### src/rtl/useq_pkg.sv
package useq_pkg;

    // Control class codes presented by the decoder; 6 and 7 act as advance
    typedef enum logic [2:0] {
        CTL_NEXT  = 3'd0,
        CTL_JUMP  = 3'd1,
        CTL_CJMP  = 3'd2,
        CTL_CALL  = 3'd3,
        CTL_RET   = 3'd4,
        CTL_SLEEP = 3'd5
    } ctl_e;

    // Where the next PC comes from
    typedef enum logic [1:0] {
        SRC_INC  = 2'd0,
        SRC_TGT  = 2'd1,
        SRC_LINK = 2'd2,
        SRC_HOLD = 2'd3
    } pc_src_e;

    typedef enum logic {
        ST_RUN = 1'b0,
        ST_NAP = 1'b1
    } nap_state_e;

    // Per-instruction sequencing decision
    typedef struct packed {
        pc_src_e src;
        logic    link_we;
        logic    nap;
    } step_t;

    function automatic step_t classify(input logic [2:0] code, input logic cond);
        step_t s;
        s.src     = SRC_INC;
        s.link_we = 1'b0;
        s.nap     = 1'b0;
        case (code)
            CTL_JUMP: s.src = SRC_TGT;
            CTL_CJMP: if (cond) s.src = SRC_TGT;
            CTL_CALL: begin
                s.src     = SRC_TGT;
                s.link_we = 1'b1;
            end
            CTL_RET: begin
                s.src     = SRC_LINK;
                s.link_we = 1'b1;
            end
            CTL_SLEEP: begin
                s.src = SRC_HOLD;
                s.nap = 1'b1;
            end
            default: ;
        endcase
        return s;
    endfunction

endpackage

### src/rtl/useq_sleepctl.sv
module useq_sleepctl
    import useq_pkg::*;
(
    input  logic clk,
    input  logic rst,
    input  logic enter,
    input  logic wake_evt,
    output logic sleeping,
    output logic resume
);

    nap_state_e state_q, state_d;

    always_comb begin
        state_d = state_q;
        case (state_q)
            ST_RUN: if (enter)    state_d = ST_NAP;
            ST_NAP: if (wake_evt) state_d = ST_RUN;
            default: state_d = ST_RUN;
        endcase
    end

    always_ff @(posedge clk) begin
        if (rst) state_q <= ST_RUN;
        else     state_q <= state_d;
    end

    assign sleeping = (state_q == ST_NAP);
    assign resume   = sleeping & wake_evt;

endmodule

### src/rtl/useq_linkbank.sv
module useq_linkbank #(
    parameter int W     = 12,
    parameter int N     = 4,
    localparam int SEL_W = $clog2(N)
) (
    input  logic             clk,
    input  logic             rst,
    input  logic             we,
    input  logic [SEL_W-1:0] wsel,
    input  logic [W-1:0]     wdata,
    input  logic [SEL_W-1:0] rsel,
    output logic [W-1:0]     rdata
);

    logic [W-1:0] bank [N];

    for (genvar g = 0; g < N; g++) begin : g_slot
        always_ff @(posedge clk) begin
            if (rst)
                bank[g] <= '0;
            else if (we && (wsel == SEL_W'(g)))
                bank[g] <= wdata;
        end
    end

    // Read is combinational, so a return sees the pre-write value
    assign rdata = bank[rsel];

endmodule

### src/rtl/useq_nextpc.sv
module useq_nextpc
    import useq_pkg::*;
#(
    parameter int W = 12
) (
    input  logic [W-1:0] pc,
    input  logic [W-1:0] target,
    input  logic [W-1:0] link_data,
    input  pc_src_e      src,
    output logic [W-1:0] ret_pc,
    output logic [W-1:0] nxt
);

    assign ret_pc = pc + 1'b1;

    always_comb begin
        case (src)
            SRC_TGT:  nxt = target;
            SRC_LINK: nxt = link_data;
            SRC_HOLD: nxt = pc;
            default:  nxt = ret_pc;
        endcase
    end

endmodule

### src/rtl/useq_top.sv
module useq_top
    import useq_pkg::*;
#(
    parameter int PC_W   = 12,
    parameter int N_LINK = 4,
    localparam int SEL_W = $clog2(N_LINK)
) (
    input  logic             clk,
    input  logic             rst,
    input  logic [2:0]       ctl_i,
    input  logic [PC_W-1:0]  target_i,
    input  logic             cond_i,
    input  logic [SEL_W-1:0] link_wr_sel_i,
    input  logic [SEL_W-1:0] link_rd_sel_i,
    input  logic             event_i,
    output logic [PC_W-1:0]  fetch_pc_o,
    output logic             sleeping_o
);

    logic [PC_W-1:0] pc_q;
    logic [PC_W-1:0] pc_d;
    logic [PC_W-1:0] ret_pc;
    logic [PC_W-1:0] link_rd_data;
    step_t           dec;
    pc_src_e         src_eff;
    logic            sleeping;
    logic            resume;
    logic            link_we_eff;
    logic            enter_nap;

    assign dec = classify(ctl_i, cond_i);

    // While asleep the instruction inputs are dropped entirely
    assign link_we_eff = dec.link_we & ~sleeping;
    assign enter_nap   = dec.nap & ~sleeping;

    always_comb begin
        if (sleeping)
            src_eff = resume ? SRC_INC : SRC_HOLD;
        else
            src_eff = dec.src;
    end

    useq_sleepctl u_sleep (
        .clk      (clk),
        .rst      (rst),
        .enter    (enter_nap),
        .wake_evt (event_i),
        .sleeping (sleeping),
        .resume   (resume)
    );

    useq_linkbank #(.W(PC_W), .N(N_LINK)) u_links (
        .clk   (clk),
        .rst   (rst),
        .we    (link_we_eff),
        .wsel  (link_wr_sel_i),
        .wdata (ret_pc),
        .rsel  (link_rd_sel_i),
        .rdata (link_rd_data)
    );

    useq_nextpc #(.W(PC_W)) u_next (
        .pc        (pc_q),
        .target    (target_i),
        .link_data (link_rd_data),
        .src       (src_eff),
        .ret_pc    (ret_pc),
        .nxt       (pc_d)
    );

    always_ff @(posedge clk) begin
        if (rst) pc_q <= '0;
        else     pc_q <= pc_d;
    end

    assign fetch_pc_o = pc_q;
    assign sleeping_o = sleeping;

endmodule

### config.mk
export PLATFORM = sky130hd
export DESIGN_NAME = useq_top
export DESIGN_NICKNAME = d
export VERILOG_FILES = /design/src/rtl/useq_pkg.sv /design/src/rtl/useq_sleepctl.sv /design/src/rtl/useq_linkbank.sv /design/src/rtl/useq_nextpc.sv /design/src/rtl/useq_top.sv
export SDC_FILE = /design/constraint.sdc
export NUM_CORES = 1
export LEC_CHECK = 0
export BUFFER_PORTS_ARGS = -buffer_cell sky130_fd_sc_hd__buf_2
export CAP_MARGIN = 30
export CORE_UTILIZATION = 35
export CTS_CLUSTER_DIAMETER = 40
export DETAILED_ROUTE_END_ITERATION = 16
export PLACE_DENSITY_LB_ADDON = 0.08
export SETUP_SLACK_MARGIN = 0.4
export SKIP_LAST_GASP = 1
export SLEW_MARGIN = 15
export SYNTH_ARGS = -nofsm -noshare
export SYNTH_HDL_FRONTEND = slang
export SYNTH_SLANG_ARGS = --single-unit
### constraint.sdc
create_clock -name clk -period 2.15 [get_ports clk]
set_input_delay 0.3225 -clock clk [delete_from_list [all_inputs] [get_ports clk]]
set_output_delay 0.3225 -clock clk [all_outputs]
set_load 0.05 [all_outputs]
; ---- Yosys cells after proc, flatten, opt, wreduce, memory -nomap -nowiden
; Memories as Yosys holds them, arrays and structs flattened.
; Cells that the tools add are included.
[word_totals]
register_bits = 13
mem_bits_rw = 48
inputBits = 23
n_memories = 1
[mem_list]
columns = name, depth, width, read_ports, rd_clocked_by_memory_dff, write_ports, line
row1 = u_links.bank, 4, 12, 1, 0, 4, useq_linkbank.sv:15  ; logic [W-1:0] bank [N];
[classes]
n_addsub = 1
eq_ne = 11
mux = 28
n_bitwise = 8
n_reduce_logical = 7
[ops]
columns = operator, n
row1 = $mux W12, 4
row2 = $pmux W12 S3, 1
row3 = $mux W1, 19
row4 = $add A12 B1 Y12 const B, 1
row5 = $eq A2 B2 Y1 const B, 4
row6 = $pmux W2 S4, 1
row7 = $eq A3 B2 Y1 const B, 2
row8 = $eq A3 B3 Y1 const B, 2
row9 = $eq A2 B1 Y1 const B, 2
row10 = $logic_and A1 B1 Y1, 4
row11 = $mux W2, 2
row12 = $or A1 B1 Y1, 4
row13 = $reduce_or A2 Y1, 2
row14 = $and A1 B1 Y1, 3
row15 = $eq A3 B1 Y1 const B, 1
row16 = $logic_not A2 Y1, 1
row17 = $pmux W1 S2, 1
row18 = $not A1 Y1, 1

; ---- Longest topological paths before layout
; Gate-level depths: netlist (run 1).
[depth]
ltp_word = 9
mapped_depth = 10

; ---- By module
; Synthesis (run 1) repeated with hierarchy kept, for this count alone.
[hier_totals]
hier_cells = 232
area_unflattened_um2 = 3065.4
[modules_own_cells]
columns = module, n_inst, cells_per_inst, area_each_um2, seq_area_each_um2
row1 = useq_linkbank, 1, 137, 2089.5, 1441.4
row2 = useq_nextpc, 1, 55, 543.0, 0.0
row3 = useq_top, 1, 35, 384.1, 240.2
row4 = useq_sleepctl, 1, 5, 48.8, 20.0

; ---- Worst setup path after synthesis (run 1)
; OpenSTA, ideal clock, no wires.
[synth_path]
path_type = flip-flop to flip-flop
startpoint = register u_sleep.state_q (netlist: u_sleep.sleeping)
endpoint = register pc_q[7] (netlist: fetch_pc_o[7])
t_arrival_ns = 2.305
required_time_ns = 2.007
setup_slack_ns = -0.299
path_stages_with_launch = 9
n_path_buf = 2
period_less_slack_ns = 2.449
path_cell_list = dfxtp_1 -> a211oi_1 -> or2_2 -> ha_1 -> clkbuf_1 -> nand2b_1 -> clkbuf_1 -> a2111oi_0 -> a2111oi_1
[synth_between]
elab_chain_len = 5
elab_cells_between_ends = 7
classes_between = eq/ne: 3 / mux: 3 / bitwise: 1
[synth_rtl]
columns = item, line
row1 = from (decl), useq_sleepctl.sv:12  ; nap_state_e state_q, state_d;
row2 = from (signal assigned), useq_sleepctl.sv:25  ; else state_q <= state_d;
row3 = $and A1 B1 Y1, useq_sleepctl.sv:29  ; assign resume = sleeping & wake_evt;
row4 = $mux W2, useq_top.sv:39  ; src_eff = resume ? SRC_INC : SRC_HOLD;
row5 = $mux W2 (*), useq_top.sv:38  ; if (sleeping)
row6 = $eq A2 B2 Y1 / $eq A2 B1 Y1 (equally long branches), useq_nextpc.sv:17  ; case (src)
row7 = $pmux W12 S3, useq_nextpc.sv:17
row8 = to (signal assigned), useq_top.sv:74  ; else pc_q <= pc_d;
row9 = to (decl), useq_top.sv:20  ; logic [PC_W-1:0] pc_q;
; Mark *: on every way between the ends. The rest lies on a longest branch, timed or not.
; A chain may end at the register's enable or synchronous reset.

; ---- Final worst setup path (run 1)
[layout_path]
startpoint = register u_sleep.state_q (netlist: u_sleep.sleeping)
endpoint = register pc_q[0] (netlist: fetch_pc_o[0])
; The elaborated chain is that of the path after synthesis.

==> results by group, run 1 <==
CTS
  • CTS buffer count: 9
  • Worst-skew pair later-pin latency: 0.33 ns
  • Max Root-Sink Buffers: 2
  • Clock root buffer: clkbuf_8
  • Htree depth: 3
  • CTS tree: yes
  • CTS clk-pin slew, worst paths: 0.07 ns
  • CTS Sinks: 61

Synth
  • Post-Syn Area: 3043 µm²
  • Yosys top cell area share: 47.37%
  • Synth top area cells: edfxtp_1 47%, dfxtp_1 8.6%, nor2_1 8.4%
  • Mean Syn Cell Area: 11.57 µm²
  • Synth Warn #: 0
  • Sequential fraction of the synthesis area: 55.92%
  • Cell variety after synth: 47
  • Number of synthesized register bits: 61
  • Syn Inst Count: 263
  • Synthesized Nets: 290
  • Leading area contributor after synthesis: edfxtp_1

Route
  • Drt drc: 0
  • Initial drt markers: 96
  • Post-DR wirelength/cell: 18.23 µm
  • TritonRoute pass-1 iters: 4
  • Vias/cell: 5.207
  • Final antenna-violating net count: 0
  • Via count: 2218
  • Final WL: 7765 µm

STA
  • Final period util: 83.24%
  • Final Skew: 0.01215 ns
  • Fmax: 558.8 MHz
  • Setup tns final: 0 ns
  • Final critical-path required period: 1.790 ns
  • Final setup vio count: 0
  • Final WS setup: 0.3603 ns
  • Final hold viol count: 0
  • RSZ-0062 raised after global routing: yes
  • Final Max Slew Viols: 0
  • Slew @ Worst Pin: 0.5459 ns
  • Rel. slew slack: 63.34%

Cells and area
  • Area of the multi-input gates: 1445 µm²
  • Most common cell after layout, fill and taps aside: nor2_1
  • Nets: 344
  • Fill count: 787
  • Sequential cell area: 1720 µm²
  • Area growth from synthesis to final layout: 28.91%
  • # diodes: 0
  • Most frequent cells in the layout: 63 x nor2_1, 48 x edfxtp_1, 35 x buf_2
  • Share of cells above drive strength 1: 40.19%

Setup path
  • Critical Path RT: 2.36 ns
  • WP buf/inv: 1
  • Type of the worst setup path: reg -> reg
  • CP endpoint kind: register
  • Worst Path Max Fanout: 7
  • Slowest-stage cell, CP: dfxtp_4
  • Crit path cell chain: nor2b_4 -> or2_4 -> ha_4 -> nand2b_4 -> buf_4 -> a221oi_1 -> a2111oi_0
  • Cell family with most CP delay: simple AND/OR/NAND/NOR gates
  • Largest stage delay, worst path: 0.36 ns
  • Crit path launch type: register
  • Critical path arrival: 2.00 ns

Global routing
  • Initial antenna violation count: 0
  • Gr ovfl total: 0
  • First-pass GRT wire length: 11870 µm
  • Vias in the first global route: 2176
  • Total track usage: 18.60%
  • Pin count of the biggest net entering global routing: 19

Power
  • VDD IR max: 264.1 µV
  • P_leak: 1.437 nW
  • PwrDens: 777.8 nW/µm²
  • Tot Pwr: 0.003051 W

Floorplanning
  • Die Y: 95.24 µm
  • Initial Util: 36.67%
  • Std cell rows: 33
  • Core box area: 8299 µm²
  • Die area: 9071 µm²
  • Die Span X: 95.24 µm
  • Io pins: 36

Placed design
  • HPWL after DPL: 5410 µm
  • DP Worst Slack: 0.02957 ns
  • Gpl congestion: 0.7758
  • Port Buffers: 35

Run status
  • Status: complete, no violations

Hold path
  • Hold WC Path Type: in -> reg

Flow run
  • Max cap viols: 0
-- power breakdown --
part / switching [W] / leakage [nW] / internal [W]
Clock: 0.000459 / 0.0850 / 0.000526
Combinational: 0.000397 / 0.740 / 0.000241
Sequential: 0.0000759 / 0.611 / 0.00135
-- cells in the mapped netlist, drive strengths merged --
master	count
a31oi	3
clkbuf	7
a211oi	2
o21ai	4
and4	1
nand3	6
a21o	3
buf	8
nand4	2
or4	1
a31o	1
edfxtp	48
a221oi	7
a2bb2oi	1
and3	2
inv	7
o31ai	2
nand2b	2
nand2	9
clkinv	1
nor2	68
mux4	9
xor2	3
a22o	2
nand3b	2
dfxtp	13
a21boi	1
xnor2	6
or3b	1
or2	1
nor3	7
mux2i	6
a211o	1
a21oi	6
ha	4
nor2b	4
nor4	3
o41ai	1
a2111oi	8
-- timing repair --
action                     CTS  global route
setup endpoints to repair   26            28
pin swaps                    1             4
hold buffers                 0             0
setup buffers                1             5
gates resized for setup     15            16
-- stage by stage --
step           cells  instance area (µm²)  utilization [%]  hold WS, ns
3_3_place_gp     405                 3543            42.70       0.5328
5_1_grt          426                 3923            47.26       0.2871
4_1_cts          421                 3817            46.00       0.2708
2_1_floorplan    263                 3203                -       0.4811
6_report         426                 3923            47.26       0.2824
3_5_place_dp     405                 3543            42.70       0.5271
-- state kept, by name, indices dropped and copies added, names as in the netlist --
| signal | count |
|---|---|
| u_links.bank | 48 |
| fetch_pc_o | 12 |
| u_sleep.sleeping | 1 |
-- metal layers --
metal  part of all wire [%]  GRT usage (%)  up-vias
li1                       -              -     1084
met1                     50          25.34     1093
met2                     47          29.46       35
met3                    3.1          4.625        6
met4                   0.85          4.924        0
met5                      0              0        -
-- cell families (layout without fill, tap and decap cells) --
family	count (synthesis)	in the layout	synth area share (%)
flip-flops	61	61	55.92
buffers and inverters	23	81	4.317
adder cells (fa/ha/maj)	4	4	1.645
multiplexers	15	15	8.635
AO/OA/AOI/OAI	42	42	10.49
XOR/XNOR	9	9	2.591
AND/OR/NAND/NOR	109	109	16.41
-- worst paths after layout --
check                                 startpoint  slack [ns]             to  cells after the start
worst max-delay path            u_sleep.sleeping        0.36  fetch_pc_o[0]                      7
worst min register to register     fetch_pc_o[7]        0.55  fetch_pc_o[7]                      2
worst max register to register  u_sleep.sleeping        0.36  fetch_pc_o[0]                      7
worst min-delay path                 target_i[2]        0.28  fetch_pc_o[2]                      3
-- cell type report --
type                       instances  share of cell area (%)
sequential                        61                   43.86
multi-input combinational        179                   36.84
timing repair buffer              58                   10.33
tap                              105                   3.349
clock buffer                       9                   3.158
clock inverter                     6                   1.659
inverter                           8                  0.7974
-- tightest hold or removal path, delay by kind of cell --
kind,cells,cell delay [ns]
buf+inv,1,0.08
simple gates,1,0.10
compound gates,1,0.08
Note: power is estimated with default switching activity, not from simulation.
==> inputs of run 2 (changes only) <==
==> constraint.sdc (replaced) <==
create_clock -name clk -period 1.71 [get_ports clk]
set_input_delay 0.2565 -clock clk [delete_from_list [all_inputs] [get_ports clk]]
set_output_delay 0.2565 -clock clk [all_outputs]
set_load 0.05 [all_outputs]
==> run 2 against run 1 <==
Effect of this change: the flow now finishes with violations (setup timing); worst hold slack got worse by 0.070 ns; register-to-register slack worse by 0.49 ns; first-iteration DRC count shrank 19%; sequential share of layout area decreased by 10 points; total power increased by 49%; sequential power increased by 27%; global-route usage rose by 3.0 points.
==> results by group, run 2 (synthesis results as in run 1) <==
Power
  • VDD IR max: 428.8 µV (+62%)
  • PwrDens: 883.2 nW/µm² (+14%)
  • P_leak: 1.910 nW (+33%)

CTS
  • CTS buffer count: 9 (unchanged)
  • Max Root-Sink Buffers: 2 (unchanged)
  • CTS tree: yes
  • CTS Sinks: 61 (unchanged)
  • Clock root buffer: clkbuf_8
  • Htree depth: 3 (unchanged)
  • # hold bufs at CTS: 0 (unchanged)
  • CTS clk-pin slew, worst paths: 0.08 ns (about the same)
  • Worst-skew pair later-pin latency: 0.35 ns (+0.02 ns)

Global routing
  • Total track usage: 21.62% (+3.0 points)
  • Initial antenna violation count: 0 (unchanged)
  • Vias in the first global route: 2487 (+14%)
  • Pin count of the biggest net entering global routing: 14 (-5)
  • Gr ovfl total: 0 (unchanged)
  • First-pass GRT wire length: 13750 µm (+16%)

STA
  • Min Hold Slack: 0.2120 ns (-0.07045 ns)
  • RSZ-0062 raised after global routing: yes
  • Final period util: 107.5% (+24 points)
  • Final hold viol count: 0 (unchanged)
  • Final Skew: 0.006436 ns (-0.005716 ns)
  • Final Max Slew Viols: 0 (unchanged)
  • Slew @ Worst Pin: 0.3597 ns (-0.1862 ns)
  • Final critical-path required period: 1.838 ns (+0.04792 ns)
  • Final WS setup: -0.1276 ns (-0.4879 ns)
  • Final setup vio count: 10 (+10)
  • Fmax: 544.2 MHz (-2.6%)
  • Rel. slew slack: 76.02% (+13 points)

Run status
  • Violated checks: setup timing
  • Status: complete, but fails checks

Route
  • Final antenna-violating net count: 0 (unchanged)
  • Vias/cell: 5.228 (+0.41%)
  • TritonRoute pass-1 iters: 4 (unchanged)
  • Initial drt markers: 78 (-19%)
  • Via count: 2431 (+9.6%)
  • Post-DR wirelength/cell: 19.75 µm (+8.4%)
  • Drt drc: 0 (unchanged)
  • Final WL: 9186 µm (+18%)

Cells and area
  • Share of cells above drive strength 1: 64.72% (+25 points)
  • Most common cell after layout, fill and taps aside: edfxtp_1
  • Design area: 5162 µm² (+32%)
  • Biggest register: u_links.bank
  • # diodes: 0 (unchanged)
  • Largest register FFs: 48 (unchanged)
  • Nets: 382 (+11%)
  • Most frequent cells in the layout: 48 x edfxtp_1, 33 x nor2_1, 25 x buf_2
  • Area growth from synthesis to final layout: 69.65%

Placed design
  • Port Buffers: 35 (unchanged)
  • HPWL after DPL: 5547 µm (+2.5%)
  • Gpl congestion: 0.7231 (-6.8%)
  • Post-place instance area: 3837 µm² (+8.3%)

Floorplanning
  • Std cell rows: 33 (unchanged)
  • Core box area: 8299 µm² (unchanged)
  • Die area: 9071 µm² (unchanged)
  • Initial Util: 36.67% (unchanged)
  • Die Span X: 95.24 µm (unchanged)
  • Die Y: 95.24 µm (unchanged)
  • Io pins: 36 (unchanged)

Setup path
  • Type of the worst setup path: reg -> reg
  • Critical path arrival: 2.08 ns (+0.08 ns)
  • Cell family with most CP delay: simple AND/OR/NAND/NOR gates
  • Slowest-stage cell, CP: dfxtp_4
  • Crit path launch type: register
  • Largest stage delay, worst path: 0.36 ns (about the same)
  • CP endpoint kind: register
  • Worst Path Max Fanout: 5 (-2)
  • WP buf/inv: 2 (+1)
  • Crit path cell chain: nor2b_4 -> or2_4 -> ha_4 -> nor2_4 -> buf_6 -> buf_4 -> a2111oi_4
  • Critical Path RT: 1.95 ns (-0.41 ns)

Hold path
  • Hold WC Path Type: in -> reg

Flow run
  • Max cap viols: 0 (unchanged)
[run 2: what timing repair did]
item / 4_1_cts / 5_1_grt
resized for setup: 71 / 101
setup endpoints to repair: 111 / 116
gates cloned: 8 / 1
pin swaps: 30 / 28
setup buffers: 14 / 10
[run 2: where the power goes]
group	leakage [nW]	switching (W)	internal, W
clock	0.110	0.000634	0.000827
combinational	1.18	0.000694	0.000595
sequential	0.616	0.000105	0.00170
[run 2: worst reg2reg max path, delay by kind of cell (launching register included)]
family	cells	cell delay, ns
AO/OA/AOI/OAI	1	0.27
adder cells (fa/ha/maj)	1	0.34
buffers and inverters	2	0.27
flip-flops	1	0.36
AND/OR/NAND/NOR	3	0.48
[run 2: final timing paths]
path | start | endpoint | cells after the start | slack (ns)
worst max-delay path | u_sleep.sleeping | fetch_pc_o[4] | 7 | -0.13
worst min-delay path | target_i[2] | fetch_pc_o[2] | 3 | 0.21
worst max register to register | u_sleep.sleeping | fetch_pc_o[4] | 7 | -0.13
worst min register to register | fetch_pc_o[11] | fetch_pc_o[11] | 2 | 0.60
[run 2: routing by layer]
metal,share of wire (%),vias to the layer above,GRT usage (%)
li1,-,1173,-
met4,3.0,0,10.23
met5,0,-,0
met1,44,1186,27.70
met2,50,50,35.95
met3,2.9,22,3.030
[run 2: stage by stage]
step           instances  setup TNS, ns  setup WS, ns  util, %  power (W)
2_1_floorplan        263         -1.223       -0.1549        -   0.002394
3_3_place_gp         416         -6.293       -0.2207    46.24   0.002663
3_5_place_dp         416         -7.912       -0.2906    46.24   0.002665
4_1_cts              454        -0.3729      -0.05152    55.87   0.004381
5_1_grt              465         -1.503       -0.1739    62.20   0.004732
6_report             465        -0.6802       -0.1276    62.20   0.004560
[run 2: layout make-up]
class	instances	area (µm²)
tap	105	131.4
clock inverter	7	98.84
clock buffer	9	123.9
fill	648	3137
timing repair buffer	96	1074
inverter	8	36.28
multi-input combinational	179	1951
sequential	61	1748
